--- config.mk ---
export PLATFORM = sky130hd
export DESIGN_NAME = adc_scan_seq
export DESIGN_NICKNAME = d
export VERILOG_FILES = /design/src/rtl/adc_scan_seq.sv
export SDC_FILE = /design/constraint.sdc
export NUM_CORES = 1
export LEC_CHECK = 0
export ABC_AREA = 1
export BUFFER_PORTS_ARGS = -buffer_cell sky130_fd_sc_hd__buf_2
export CAP_MARGIN = 20
export CORE_MARGIN = 10
export CORE_UTILIZATION = 54
export DETAILED_ROUTE_END_ITERATION = 8
export PLACE_DENSITY = 0.81
export SYNTH_ARGS = -nofsm -noshare
export SYNTH_HDL_FRONTEND = slang
export SYNTH_SLANG_ARGS = --single-unit
--- constraint.sdc ---
create_clock -name clk -period 3.2 [get_ports clk]
set_input_delay 0.64 -clock clk [delete_from_list [all_inputs] [get_ports clk]]
set_output_delay 0.64 -clock clk [all_outputs]
set_load 0.01 [all_outputs]
--- src/rtl/adc_scan_seq.sv ---
module adc_scan_seq #(
  parameter int CW          = 4,
  parameter int NCH         = 12,
  parameter int REPS        = 8,
  parameter int UPPER_START = 6
) (
  input  logic          clk,
  input  logic          rst_n,
  input  logic          start,
  input  logic          next,
  input  logic          halt,
  input  logic [CW-1:0] sel,
  input  logic [1:0]    mode,
  input  logic          diff,
  input  logic          ref_rsvd,
  input  logic          ext_clk,
  output logic          valid,
  output logic [CW-1:0] chan,
  output logic          last,
  output logic          is_diff,
  output logic [CW-1:0] neg_chan
);
  localparam logic [CW-1:0] MAXC = CW'(NCH - 1);
  localparam logic [CW-1:0] US   = CW'(UPPER_START);
  localparam int CNTW = (REPS > 1) ? $clog2(REPS) : 1;

  logic [CW-1:0] lim, start_c, end_c;
  logic [CW-1:0] code, end_r;
  logic [CNTW-1:0] cnt;
  logic [1:0] m_r;
  logic act, diff_r, ref_r, ext_r, at_end;

  always_comb begin
    lim = sel;
    if (lim > MAXC) lim = MAXC;
    if (ref_rsvd && lim > MAXC - 1'b1) lim = MAXC - 1'b1;
    start_c = lim;
    end_c   = lim;
    case (mode)
      2'b00: start_c = diff ? {{(CW-1){1'b0}}, lim[0]} : '0;
      2'b10: begin
        if (diff) begin
          start_c = {US[CW-1:1], lim[0]};
          if (lim[CW-1:1] < US[CW-1:1]) end_c = start_c;
        end else begin
          start_c = US;
          if (lim < US) end_c = US;
        end
      end
      default: ;
    endcase
  end

  always_comb begin
    case (m_r)
      2'b01:   at_end = !ext_r && cnt == CNTW'(REPS - 1);
      2'b11:   at_end = !ext_r;
      default: at_end = code == end_r;
    endcase
  end

  always_ff @(posedge clk) begin
    if (!rst_n) begin
      act <= 1'b0; code <= '0; end_r <= '0; cnt <= '0;
      m_r <= 2'b11; diff_r <= 1'b0; ref_r <= 1'b0; ext_r <= 1'b0;
    end else if (start) begin
      act <= 1'b1; code <= start_c; end_r <= end_c; cnt <= '0;
      m_r <= mode; diff_r <= diff; ref_r <= ref_rsvd; ext_r <= ext_clk;
    end else if (halt) begin
      act <= 1'b0;
    end else if (next && act) begin
      if (at_end) act <= 1'b0;
      else if (!m_r[0]) code <= code + (diff_r ? CW'(2) : CW'(1));
      else cnt <= cnt + 1'b1;
    end
  end

  assign valid    = act;
  assign chan     = code;
  assign last     = act && at_end;
  assign is_diff  = diff_r;
  assign neg_chan = diff_r ? (code ^ CW'(1)) : '0;


  range_chk: assert property (@(posedge clk) disable iff (!rst_n)
    valid |-> chan <= MAXC);

  ref_excl_chk: assert property (@(posedge clk) disable iff (!rst_n)
    valid && ref_r && !diff_r |-> chan != MAXC);

  last_valid_chk: assert property (@(posedge clk) disable iff (!rst_n)
    last |-> valid);

  end_chk: assert property (@(posedge clk) disable iff (!rst_n)
    last && next && !start && !halt |=> !valid);

  polarity_chk: assert property (@(posedge clk) disable iff (!rst_n)
    valid && diff_r && $past(valid) && !$past(start) |-> chan[0] == $past(chan[0]));

  start_chk: assert property (@(posedge clk) disable iff (!rst_n)
    start |=> valid);

  forever_chk: assert property (@(posedge clk) disable iff (!rst_n)
    valid && ext_r && m_r[0] |-> !last);
endmodule

==> results of run 1 <==
flip-flops by register name (all words and copies together), names as in the netlist:
name     cells
cnt          3
end_r        4
m_r          2
valid        1
chan         4
ext_r        1
is_diff      1
logic make-up (layout without fill, tap and decap cells):
group,after synthesis,count (layout)
compound gates,21,21
fa+ha+maj,6,6
simple gates,76,76
buf+inv,27,52
flops,16,16
xor+xnor,2,2
Yosys cell counts, drive strengths merged:
master	instances
a211oi	1
a21boi	1
a21oi	5
buf	2
clkbuf	1
dfxtp	16
fa	1
ha	5
inv	24
nand2	37
nand3	7
nand3b	1
nand4	3
nor2	25
nor3	3
o21ai	8
o21bai	2
o221ai	1
o22ai	3
xnor2	2
layout make-up:
type / instances / area share [%]
multi-input combinational: 105 / 48.5
sequential: 16 / 27.6
timing repair buffer: 24 / 10.3
inverter: 24 / 7.75
clock buffer: 4 / 3.12
tap: 25 / 2.69
routing by layer:
layer | wire (um) | vias up
met3 | 230 | 12
li1 | - | 516
met1 | 1110 | 461
met4 | 85 | 0
met5 | 0 | -
met2 | 1250 | 59
metrics by stage:
step	worst slack [ns]	total power (W)	cells	hold slack, ns	instance area, um^2
6_report	1.02	0.000466	198	0.499	1160
4_1_cts	1.03	0.000466	198	0.498	1160
2_1_floorplan	1.42	0.000296	148	0.430	1000
3_3_place_gp	1.41	0.000326	194	0.471	1130
5_1_grt	0.828	0.000494	198	0.531	1160
3_5_place_dp	1.37	0.000330	194	0.476	1130
tightest hold or removal path, cell delays in order, from the launching register on:
cell,delay [ns]
dfxtp_1,0.33
nand2_1,0.06
nand3_1,0.06
worst paths after layout:
| path | from | to | slack, ns | cells after the start |
|---|---|---|---|---|
| hold reg to reg | m_r[1] | m_r[1] | 0.50 | 2 |
| setup reg to reg | is_diff | chan[2] | 1.36 | 10 |
| hold / removal | m_r[1] | m_r[1] | 0.50 | 2 |
| setup / recovery | chan[1] | last | 1.02 | 7 |
power by group through the flow:
stage | Clock [W] | Combinational (W) | Sequential (W)
2_1_floorplan | 0 | 0.0000679 | 0.000228
3_3_place_gp | 0 | 0.0000982 | 0.000228
4_1_cts | 0.000139 | 0.000103 | 0.000224
5_1_grt | 0.000150 | 0.000117 | 0.000227
3_5_place_dp | 0 | 0.000101 | 0.000229
6_report | 0.000138 | 0.000103 | 0.000224
==> qor.txt, run 1 <==
Critical path class -> reg2out
Mapped Area -> 0.00100 mm^2
Syn Area/Cell -> 6.76 um^2
Setup violators final -> 0
GR Util met1 -> 14.9%
Crit end category -> output port
Max-slew headroom -> 74.4%
GRT Resource Usage Total -> 13.3%
Worst-skew pair later-pin latency -> 0.30 ns
Post-cts sizing count -> 0
Final Util -> 66.6%
Area delta synth->final -> 16.1%
# fillers -> 160
DR iter-0 viols -> 74
Vias in the first global route -> 1029
Crit path DAT -> 1.54 ns
Syn Inst Count -> 148
ANT cells -> 0
First-pass GRT wire length -> 4500 um
Avg WL per Cell -> 13.5 um
Crit-path cells -> inv_1, nand2_1, nand2_1, nor2_1, nand3_2, a21boi_0, buf_2
Hold Path Class -> reg2reg
Xor and xnor area share after synthesis -> 1.75%
Netlist cell types -> 27
IO Port Bufs -> 24
Switching portion of total power -> 31.3%
P_leak -> 0.618 nW
Initial core utilization -> 57.3%
Detailed-router iteration count before antenna repair -> 4
Die W -> 63.1 um
Sequential group share of total power -> 48.2%
Max Slew Vio Count -> 0
DR vias/cell -> 5.29
Mux contribution to synthesized area -> 0%
Count of hold-fix buffers inserted at cts -> 0
Register bit total from synthesis -> 16
Die H -> 63.1 um
CTS tree -> yes
Core area -> 0.00175 mm^2
Most frequent cells in the layout -> nand2_1, nor2_1, buf_2
DP HPWL -> 2100 um
Multi-input gate area -> 564 um^2
Post CTS Setup Buffer Count -> 0
Leading area contributor after synthesis -> dfxtp_1
DRC Markers -> 0
Final hold violations -> 0
CTS root buf -> clkbuf_4
Max Root-Sink Buffers -> 2
IO Pins -> 25
Die area -> 0.00398 mm^2
RSZ-0062 raised after global routing -> no
Compound-Gate Fraction of Synth Area -> 12.3%
Leading cell type in the layout, fill and taps excluded -> nand2_1
Area contributors post-synth -> dfxtp_1, nand2_1, nor2_1
Share of cells above drive strength 1 -> 19.7%
Most frequent CP cell -> nand2_1
Largest stage delay on the critical path -> 0.41 ns
Adder-cell share of the synthesized area -> 8.25%
Clock sinks -> 16
WP buf/inv -> 2
Setup TNS -> 0 ns
Reg clk slew, reported paths -> 0.10 ns
Tmin final -> 2.18 ns
Largest net degree at the start of global routing -> 13
Combinational family with the most area after synthesis -> simple AND/OR/NAND/NOR gates
GR peak layer -> met2
Power Density -> 401 mW/mm^2
Simple-gate area share of the yosys netlist -> 34.1%
Met2 usage -> 22.7%
MaxCap Viol Count -> 0
Post-synth top area share -> 32.0%
Critical path's slowest cell -> dfxtp_1
GP Congestion -> 0.875
H-tree depth -> 1
Synth warnings -> 0
Synthesized Nets -> 168
Crit-path max FO -> 5
Fin crit share -> 68.2%
Combinational share of power -> 22.2%
Clock power frac -> 29.7%
Vias -> 1048
CTS Buf Count -> 3
Int Pwr -> 0.000320 W
Top delay family on crit path -> simple AND/OR/NAND/NOR gates
Worst-Margin Slew -> 0.384 ns
Layout Skew -> 0.0107 ns
Max Clk Rate -> 458 MHz
GR Util met3 -> 4.42%
Net Sw Power -> 0.000146 W
Critical path startpoint category -> flop
Final net count -> 194
Row cnt -> 15
Initial antenna violation count -> 0
VDD IR max -> 0.000273 V
Seq/Total Area, Yosys -> 32.0%
ANT nets after route -> 0
Seq. cell area -> 320 um^2
Drt total wl -> 2670 um
WP data required -> 2.56 ns
Congestion Overflow GR -> 0
Status -> complete, no violations
No activity file was read; power rests on OpenSTA's default activity.
==> inputs of run 2 (changes only) <==
--- a/config.mk
+++ b/config.mk
@@ -9,9 +9,9 @@
 export BUFFER_PORTS_ARGS = -buffer_cell sky130_fd_sc_hd__buf_2
 export CAP_MARGIN = 20
 export CORE_MARGIN = 10
-export CORE_UTILIZATION = 54
+export CORE_UTILIZATION = 46
 export DETAILED_ROUTE_END_ITERATION = 8
-export PLACE_DENSITY = 0.81
+export PLACE_DENSITY = 0.73
 export SYNTH_ARGS = -nofsm -noshare
 export SYNTH_HDL_FRONTEND = slang
 export SYNTH_SLANG_ARGS = --single-unit
==> constraint.sdc (replaced) <==
create_clock -name clk -period 2 [get_ports clk]
set_input_delay 0.4 -clock clk [delete_from_list [all_inputs] [get_ports clk]]
set_output_delay 0.4 -clock clk [all_outputs]
set_load 0.01 [all_outputs]
==> run 2 against run 1 <==
Worst hold slack worse by 0.18 ns. Clock power up 66%. Critical path depth stayed put. Critical path type unchanged. Highest routed layer unchanged. Largest cell class unchanged. Global-route usage is 1.6 points lower.
==> qor.txt, run 2 (synthesis results as in run 1) <==
Status -> complete, no violations
Clock sinks -> 16
Critical path startpoint category -> flop
Core area -> 0.00202 mm^2
DR iter-0 viols -> 66
CTS Buf Count -> 3
Critical path's slowest cell -> dfxtp_2
Final net count -> 196
Tmin final -> 1.86 ns
Leading cell type in the layout, fill and taps excluded -> nand2_1
GP Congestion -> 0.939
CTS root buf -> clkbuf_4
Power Density -> 638 mW/mm^2
Max-slew headroom -> 71.6%
First-pass GRT wire length -> 4130 um
H-tree depth -> 1
DR vias/cell -> 4.96
Initial antenna violation count -> 0
Hold Path Class -> in2reg
WP data required -> 1.60 ns
Vias -> 1002
Tot Pwr -> 0.000756 W
Max Slew Vio Count -> 0
P_leak -> 0.630 nW
Final hold violations -> 0
Area delta synth->final -> 18.5%
Combinational share of power -> 22.2%
Hold WS -> 0.318 ns
Setup violators final -> 0
Reg clk slew, reported paths -> 0.11 ns
IO Pins -> 25
Int Pwr -> 0.000519 W
Top Registers -> chan: 4 flops, end_r: 4 flops, cnt: 3 flops
Largest net degree at the start of global routing -> 13
ANT cells -> 0
Worst-Margin Slew -> 0.426 ns
ANT nets after route -> 0
Crit end category -> output port
Setup TNS -> 0 ns
DP HPWL -> 1930 um
Crit path DAT -> 1.46 ns
Min-Delay Path Depth -> 3
# fillers -> 188
Reg2reg path depth -> 10
VDD IR max -> 0.000372 V
MaxCap Viol Count -> 0
Die area -> 0.00444 mm^2
Net Sw Power -> 0.000238 W
CTS tree -> yes
Row cnt -> 16
Detailed-router iteration count before antenna repair -> 4
Fin crit share -> 92.8%
Initial core utilization -> 49.5%
GRT Resource Usage Total -> 11.7%
Hold Path Sink -> ext_r
IO Port Bufs -> 24
Die W -> 66.6 um
Crit-path max FO -> 3
Vias in the first global route -> 965
Reg-to-Reg End -> chan[2]
R2R Path Start -> is_diff
Hold wc startpoint -> ext_clk
Congestion Overflow GR -> 0
Avg WL per Cell -> 12.5 um
Most frequent cells in the layout -> nand2_1, nor2_1, buf_2
Share of cells above drive strength 1 -> 23.4%
Drt total wl -> 2520 um
Worst-skew pair later-pin latency -> 0.30 ns
Critical path class -> reg2out
Sequential group share of total power -> 47.5%
Crit-path cells -> ha_1, ha_1, nor2_1, nor2_1, nand2_2, a21boi_1, buf_2
Die H -> 66.6 um
DRC Markers -> 0
Largest stage delay on the critical path -> 0.36 ns
Layout Skew -> 0.00104 ns
Switching portion of total power -> 31.4%
Clock power frac -> 30.3%
Max Root-Sink Buffers -> 2
Max Clk Rate -> 539 MHz
R2R setup slack -> 0.24 ns
-- run 2: changes by cell type in the layout (fill, tap and decap cells not counted) --
cell      delta
dfxtp_1      -5
buf_4        +2
a21boi_0     -1
a21boi_1     +1
dfxtp_2      +5
-- run 2: metal layers --
metal | track usage (%) | part of all wire [%] | vias to the layer above
met1 | 13.1 | 43 | 457
met5 | 0 | 0 | -
met4 | 6.54 | 1.1 | 0
met3 | 3.01 | 6.9 | 4
li1 | - | - | 519
met2 | 19.5 | 49 | 22
-- run 2: worst max-delay path, delay by kind of cell, from the launching register on --
| family | cells | cell delay, ns |
|---|---|---|
| fa+ha+maj | 2 | 0.28 |
| buf+inv | 1 | 0.14 |
| simple gates | 3 | 0.26 |
| compound gates | 1 | 0.13 |
| flops | 1 | 0.36 |
-- run 2: worst max path at each step --
stage | startpoint | end | slack, ns | cells past startpoint
6_report | cnt[0] | last | 0.14 | 7
5_1_grt | cnt[0] | last | -0.007 | 7
3_5_place_dp | is_diff | chan[2] | 0.25 | 10
4_1_cts | cnt[0] | last | 0.04 | 7
2_1_floorplan | is_diff | chan[2] | 0.33 | 10
3_3_place_gp | is_diff | chan[2] | 0.31 | 10
-- run 2: area by class of cell --
cell class,count,area (um^2),area share [%]
Clock buffer,4,36.3,3.06
Inverter,24,90.1,7.59
Multi-Input combinational cell,105,564,47.6
Sequential cell,16,327,27.5
Tap cell,27,33.8,2.85
Timing Repair Buffer,26,135,11.4
-- run 2: timing repair --
action,CTS,global route
endpoints found under the setup margin,0,1
hold buffers,0,0
buffers inserted,0,2
gates resized for setup,0,6
-- run 2: power groups by stage --
stage	Sequential, W	Combinational (W)	Clock, W
floorplan	0.000365	0.000109	0
global placement	0.000365	0.000158	0
detailed placement	0.000366	0.000159	0
CTS	0.000359	0.000161	0.000233
global route	0.000363	0.000192	0.000246
finish	0.000360	0.000168	0.000229
-- run 2: metrics by stage --
step | worst slack (ns) | instances | utilization, % | instance area (um^2)
after floorplan | 0.330 | 148 | - | 1000
after global placement | 0.311 | 196 | 55.8 | 1130
after detailed placement | 0.253 | 196 | 55.8 | 1130
after CTS | 0.0403 | 200 | 57.6 | 1160
after global routing | -0.00657 | 202 | 58.7 | 1190
final | 0.144 | 202 | 58.7 | 1190
==> inputs of run 3 (changes only) <==
--- a/config.mk
+++ b/config.mk
@@ -11,7 +11,7 @@
 export CORE_MARGIN = 10
 export CORE_UTILIZATION = 46
 export DETAILED_ROUTE_END_ITERATION = 8
-export PLACE_DENSITY = 0.73
+export PLACE_DENSITY = 0.81
 export SYNTH_ARGS = -nofsm -noshare
 export SYNTH_HDL_FRONTEND = slang
 export SYNTH_SLANG_ARGS = --single-unit
==> constraint.sdc (replaced) <==
create_clock -name clk -period 2 [get_ports clk]
set_input_delay 0.4 -clock clk [delete_from_list [all_inputs] [get_ports clk]]
set_output_delay 0.4 -clock clk [all_outputs]
set_load 0.1 [all_outputs]
==> run 3 against run 2 <==
Core utilization increased by 4.5 points. Clock power fell by 3%. Critical path depth did not move. Cell count grew 0.50%. Clock skew is essentially flat. Critical path type unchanged. Largest cell class unchanged. Largest power group unchanged.
==> qor.txt, run 3 (synthesis results as in run 1) <==
Die area -> 0.00444 mm^2
Start point of the critical path -> cnt[1]
R2R setup slack -> 0.23 ns
Detailed-router iteration count before antenna repair -> 4
ANT cells -> 0
Max Clk Rate -> 528 MHz
Max Root-Sink Buffers -> 2
Avg WL per Cell -> 12.6 um
VDD IR max -> 0.000535 V
Core area -> 0.00202 mm^2
Critical path class -> reg2out
DRC Markers -> 0
Share of cells above drive strength 1 -> 29.5%
Setup crit end -> last
Worst-skew pair later-pin latency -> 0.29 ns
R2R Path Start -> is_diff
Largest net degree at the start of global routing -> 13
Setup violators final -> 0
Drt total wl -> 2550 um
Row cnt -> 16
Fin crit share -> 94.7%
Final net count -> 197
GP Congestion -> 0.852
Crit end category -> output port
DR vias/cell -> 5.00
Die W -> 66.6 um
GRT Resource Usage Total -> 11.8%
Area delta synth->final -> 27.5%
Final Util -> 63.1%
IO Pins -> 25
Layout Skew -> 0.000798 ns
Count of hold-fix buffers inserted at cts -> 0
Reg-to-Reg End -> chan[2]
Reg clk slew, reported paths -> 0.10 ns
WP data required -> 1.60 ns
First-pass GRT wire length -> 4200 um
Crit-path max FO -> 2
CTS root buf -> clkbuf_4
Clock sinks -> 16
Max Slew Vio Count -> 0
Most frequent cells in the layout -> nand2_1, inv_1, buf_2
Status -> complete, no violations
MaxCap Viol Count -> 0
Max-slew headroom -> 67.7%
Congestion Overflow GR -> 0
Initial antenna violation count -> 0
DP HPWL -> 2020 um
Reg2reg path depth -> 10
CTS Buf Count -> 3
Die H -> 66.6 um
Worst-Margin Slew -> 0.488 ns
Power Density -> 669 mW/mm^2
# fillers -> 186
Hold Path Class -> in2reg
Final hold violations -> 0
Top Registers -> chan: 4 flops, end_r: 4 flops, cnt: 3 flops
Vias in the first global route -> 962
Tmin final -> 1.89 ns
Tot Pwr -> 0.000853 W
IO Port Bufs -> 24
Crit path DAT -> 1.49 ns
DR iter-0 viols -> 41
Initial core utilization -> 49.5%
Critical path startpoint category -> flop
Leading cell type in the layout, fill and taps excluded -> nand2_1
P_leak -> 0.636 nW
CTS tree -> yes
Vias -> 1016
RSZ-0062 raised after global routing -> no
H-tree depth -> 1
ANT nets after route -> 0
run 3: worst max-delay path, cell delays in order, from the launching register on:
cell and delay [ns]:
dfxtp_2 0.36, ha_4 0.14, ha_4 0.12, nor2_2 0.03, nor2_2 0.09, nand2_2 0.08, a21boi_4 0.18, buf_12 0.19
run 3: cell type report:
type,instances,area (um^2),share of cell area [%]
multi-input cells,105,621,48.6
flip-flops and latches,16,338,26.5
repair buffers,27,158,12.4
inverters,24,90.1,7.06
clock buffers,4,36.3,2.84
well taps,27,33.8,2.65
run 3: power by group:
group | internal, W | switching [W] | leakage, nW
logic | 0.0000772 | 0.000193 | 0.479
clock network | 0.000111 | 0.000110 | 0.0210
registers | 0.000339 | 0.0000235 | 0.136
total | 0.000527 | 0.000326 | 0.636
run 3: timing repair:
action,4_1_cts,5_1_grt
gates resized for setup,1,8
pin swaps,1,4
buffers inserted,1,2
endpoints found under the setup margin,1,1
run 3: how the worst min path moves through the flow:
stage,slack (ns),cells after the start,from,end
finish,0.33,3,ext_clk,ext_r
global route,0.36,3,mode[1],m_r[1]
CTS,0.33,3,ext_clk,ext_r
detailed placement,0.46,2,m_r[1],m_r[1]
global placement,0.45,2,m_r[1],m_r[1]
floorplan,0.43,2,m_r[1],m_r[1]
run 3: per-layer routing:
metal  up-vias  global-route usage, %  share of wire (%)
li1        522                      -                  -
met1       456                   13.2                 41
met2        29                   21.0                 50
met3         9                   3.51                6.8
met4         0                   3.14                2.0
met5         -                      0                  0
run 3: metrics by stage:
stage / instance area, um^2 / setup TNS (ns) / hold WS, ns / setup WS, ns / cells
after floorplan: 1040 / -0.0418 / 0.430 / -0.0418 / 148
after global placement: 1180 / 0 / 0.450 / 0.320 / 196
after detailed placement: 1180 / 0 / 0.458 / 0.233 / 196
after CTS: 1230 / 0 / 0.326 / 0.00376 / 201
after global routing: 1280 / 0 / 0.360 / 0.0182 / 203
final: 1280 / 0 / 0.329 / 0.106 / 203
